<file path="src/rtl/wake_pacer.sv">
module wake_pacer #(
  parameter int BASE   = 4,
  parameter int SEL_W  = 3
) (
  input  logic             clk,
  input  logic             rst_n,
  input  logic             tick_en,
  input  logic             wake_en,
  input  logic [SEL_W-1:0] sel,
  input  logic             irq_ack,
  output logic             irq_pend,
  output logic             irq_overrun
);
  localparam int MAXP = BASE << ((1 << SEL_W) - 1);
  localparam int CW   = $clog2(MAXP) + 1;

  logic [CW-1:0]    cnt;
  logic [SEL_W-1:0] cur_sel;
  logic [CW-1:0]    per;
  logic             expire;

  assign per    = CW'(BASE) << cur_sel;
  assign expire = wake_en && tick_en && (cnt == per - 1'b1);

  always_ff @(posedge clk or negedge rst_n) begin
    if (!rst_n) begin
      cnt     <= '0;
      cur_sel <= '0;
    end else if (!wake_en) begin
      cnt     <= '0;
      cur_sel <= sel;
    end else if (tick_en) begin
      if (expire) begin
        cnt     <= '0;
        cur_sel <= sel;
      end else begin
        cnt <= cnt + 1'b1;
      end
    end
  end

  always_ff @(posedge clk or negedge rst_n) begin
    if (!rst_n) begin
      irq_pend    <= 1'b0;
      irq_overrun <= 1'b0;
    end else if (expire) begin
      irq_pend <= 1'b1;
      if (irq_pend && !irq_ack) irq_overrun <= 1'b1;
    end else if (irq_ack) begin
      irq_pend    <= 1'b0;
      irq_overrun <= 1'b0;
    end
  end

  // no tick while enabled leaves the count untouched
  a_r2_hold: assert property (@(posedge clk) disable iff (!rst_n)
    (wake_en && !tick_en) |=> $stable(cnt));

  // the count never reaches the period length
  a_r3_bound: assert property (@(posedge clk) disable iff (!rst_n)
    cnt < per);

  // the latched select moves only while disabled or at a boundary
  a_r5_sel_boundary: assert property (@(posedge clk) disable iff (!rst_n)
    wake_en && !expire |=> $stable(cur_sel));

  // an acknowledge without expiry clears both flags
  a_r6_ack_clears: assert property (@(posedge clk) disable iff (!rst_n)
    (irq_ack && !expire) |=> (!irq_pend && !irq_overrun));

  // overrun can only rise while a request was already pending
  a_r7_overrun_src: assert property (@(posedge clk) disable iff (!rst_n)
    $rose(irq_overrun) |-> $past(irq_pend));

  // an expiry always leaves a request pending
  a_r8_expire_sets: assert property (@(posedge clk) disable iff (!rst_n)
    expire |=> irq_pend);
endmodule

</file>
<file path="config.mk">
export PLATFORM = sky130hd
export DESIGN_NAME = wake_pacer
export DESIGN_NICKNAME = d
export VERILOG_FILES = /design/src/rtl/wake_pacer.sv
export SDC_FILE = /design/constraint.sdc
export NUM_CORES = 1
export LEC_CHECK = 0
export BUFFER_PORTS_ARGS = -buffer_cell sky130_fd_sc_hd__buf_2
export CORE_AREA = 2 2 50 52
export DETAILED_ROUTE_END_ITERATION = 7
export DIE_AREA = 0 0 52 54
export PLACE_DENSITY = 0.58
export SYNTH_ARGS = -nofsm -noshare
export SYNTH_HDL_FRONTEND = slang
export SYNTH_SLANG_ARGS = --single-unit
</file>
<file path="constraint.sdc">
create_clock -name clk -period 4.7 [get_ports clk]
set_input_delay 0.705 -clock clk [delete_from_list [all_inputs] [get_ports clk]]
set_output_delay 0.705 -clock clk [all_outputs]
set_load 0.05 [all_outputs]
</file>
==> impl_metrics.yaml <==
status:
  status: "finished clean"
synth:
  synth_top_area_cell: "dfrtp_1"
  synth_area_leaders: "dfrtp_1, xnor2_1, xor2_1"
  synth_top_flop_cell: "dfrtp_1"
  syn_avg_cell_area_um2: 9.71
  yosysUniqueCellTypes: 30
  synthArstFlopShare_pct: 100
  syn_inst: 88
  syn_nets: 97
  ys_ff_latch: 15
  synth_edf_count: 0
  yosysWarningCount: 0
  syn_area_um2: 855
  netlist.area_leader.share_pct: 43.9
  synth-seq-area-share_pct: 43.9
worst_setup_path:
  reg2reg_from: "cur_sel[2]"
  slowest_stage: "dfrtp_1"
  crit_fanout: 11
  cp-startpoint: "cur_sel[2]"
  crit_required_ns: 4.87
  reg2reg_slack_ns: 2.54
  cp-start-kind: "flip-flop"
  max_stage_delay_ns: 0.55
  path_cells: "nand3_1, xnor2_1, a2111o_1, o21ai_4, mux2_2"
  critPathCaptureType: "flip-flop"
  timing_worst_setup_path_type: "reg2reg"
  rr_worst_depth: 5
  critical_path_arrival_ns: 2.33
  critPathTopFamily: "compound AO/OA/AOI/OAI gates"
  path_buf_inv: 0
  r2r-end: "cur_sel[0]"
  critical_path_depth: 5
timing:
  hold_viol: 0
  slew_violations: 0
  worstMarginPinSlew_ns: 0.362
  finalCriticalPeriod_ns: 2.16
  finalCritPeriodShare_pct: 46.0
  rsz0062_at_grt: "false"
  clock_skew_ns: 0.00506
  fmax_mhz: 462
  setup_violations: 0
  slew_headroom_pct: 75.8
  setup_tns_ns: 0
cells_and_area:
  area_growth_pct: 10.4
  fillers: 239
  diodes: 0
  final_common_cell: "dfrtp_1"
  final_net_count: 108
  mostFrequentLayoutCells: "dfrtp_1, nor2_1, buf_2"
  layout-drive-gt1-share_pct: 19.4
  instances_no_fill: 128
power:
  p_per_area_mw_per_mm2: 252
  finalPower_uw: 238
  leakagePower_uw: 0.000404
  max-vdd-ir-drop_mv: 0.108
place:
  globalplace.congestion: 0.737
  dp_hpwl_um: 1210
  portBuffers: 9
  dpl.cell_count: 124
route:
  postRouteAntennaNets: 0
  dr.first_iter.drc_count: 4
  vias: 664
  wl_um: 1660
  vias_per_cell: 5.19
  drc: 0
  wl_per_cell_um: 13.0
  dr.pass1.iters: 4
clock_tree:
  insertion_delay_ns: 0.28
  clock-sinks: 15
  clkSlewWorstSetupHoldPaths_ns: 0.10
  postCtsHoldBufs: 0
  clockBufferDepth: 2
  ctsResizeCount: 0
  root_buffer: "clkbuf_4"
  post_cts_buffers: 0
  htreeDepth: 1
  numCtsBuffers: 3
  cts_tree: "built"
global_routing:
  antenna_found_initial: 0
  track_usage_pct: 14.1
  grt_pass1_vias: 639
  grt_pass1_wl_um: 2920
  grt_max_degree: 16
  gr-total-overflow: 0
die:
  io_pins: 10
  fp.dieW_um: 52
  rows: 18
  core_mm2: 0.00232
  die_height_um: 54
  die-area_mm2: 0.00281
  start_util_pct: 36.8
worst_hold_path:
  holdCritPathClass: "in2async"
run:
  drv_cap: 0
power by group:
part	leakage [µW]	total, µW	internal, µW	switching, µW
clock network	0.0000177	72.9	31.5	41.4
logic	0.000184	24.9	12.4	12.5
registers	0.000201	140	133	7.30
Yosys cell counts (2+ instances only):
| cell type | n |
|---|---|
| buf_2 | 2 |
| nor2_1 | 10 |
| o21ai_0 | 4 |
| nor2b_1 | 3 |
| nor3_1 | 2 |
| xnor2_1 | 6 |
| nand3_1 | 3 |
| and3_1 | 2 |
| a21oi_1 | 3 |
| mux2_2 | 3 |
| a21boi_0 | 3 |
| xor2_1 | 5 |
| nand2_1 | 7 |
| dfrtp_1 | 15 |
| nand4_1 | 2 |
| nand2b_1 | 4 |
stage by stage:
stage / util (%) / hold WS, ns / setup WS [ns] / cell area, µm²
3_5_place_dp: 39.5 / 0.528 / 2.41 / 916
5_1_grt: 40.7 / 0.328 / 2.43 / 943
2_1_floorplan: - / 0.409 / 2.74 / 855
6_report: 40.7 / 0.316 / 2.54 / 943
4_1_cts: 40.7 / 0.319 / 2.52 / 943
3_3_place_gp: 39.5 / 0.512 / 2.47 / 916
sequential cells by signal, indices dropped and copies added, names as in the netlist:
register     count
irq_pend         1
cur_sel          3
irq_overrun      1
cnt             10
worst max path at each step:
stage	endpoint	slack [ns]
floorplan	cur_sel[0]	2.74
global placement	cur_sel[0]	2.47
detailed placement	cur_sel[1]	2.41
CTS	cur_sel[0]	2.52
global route	cur_sel[2]	2.43
finish	cur_sel[0]	2.54
metal layers:
metal	routed length (µm)	vias to the layer above	GRT usage, %	share of wire (%)
met3	61	2	2.50	3.7
met5	0	-	0	0
li1	-	325	-	-
met1	819	326	20.1	49
met2	769	11	21.9	46
met4	13	0	3.95	0.78
final cells by class:
type	count	area (µm²)	area share, %
clock buffer	3	22.5	2.39
clock inverter	1	5.00	0.531
inverter	1	3.75	0.398
multi-input combinational	69	454	48.1
sequential	15	375	39.8
tap	30	37.5	3.98
timing repair buffer	9	45.0	4.77
cell families (layout without fill, tap and decap cells):
| group | Yosys count | after routing | synth area share, % |
|---|---|---|---|
| muxes | 3 | 3 | 3.95 |
| buffers and inverters | 4 | 14 | 2.93 |
| DFF | 15 | 15 | 43.9 |
| adders and majority gates | 1 | 1 | 1.46 |
| AOI/OAI and AO/OA | 17 | 17 | 14.8 |
| and+or+nand+nor | 37 | 37 | 21.7 |
| xor gates and xnor gates | 11 | 11 | 11.3 |
Note: power is estimated with default switching activity, not from simulation.
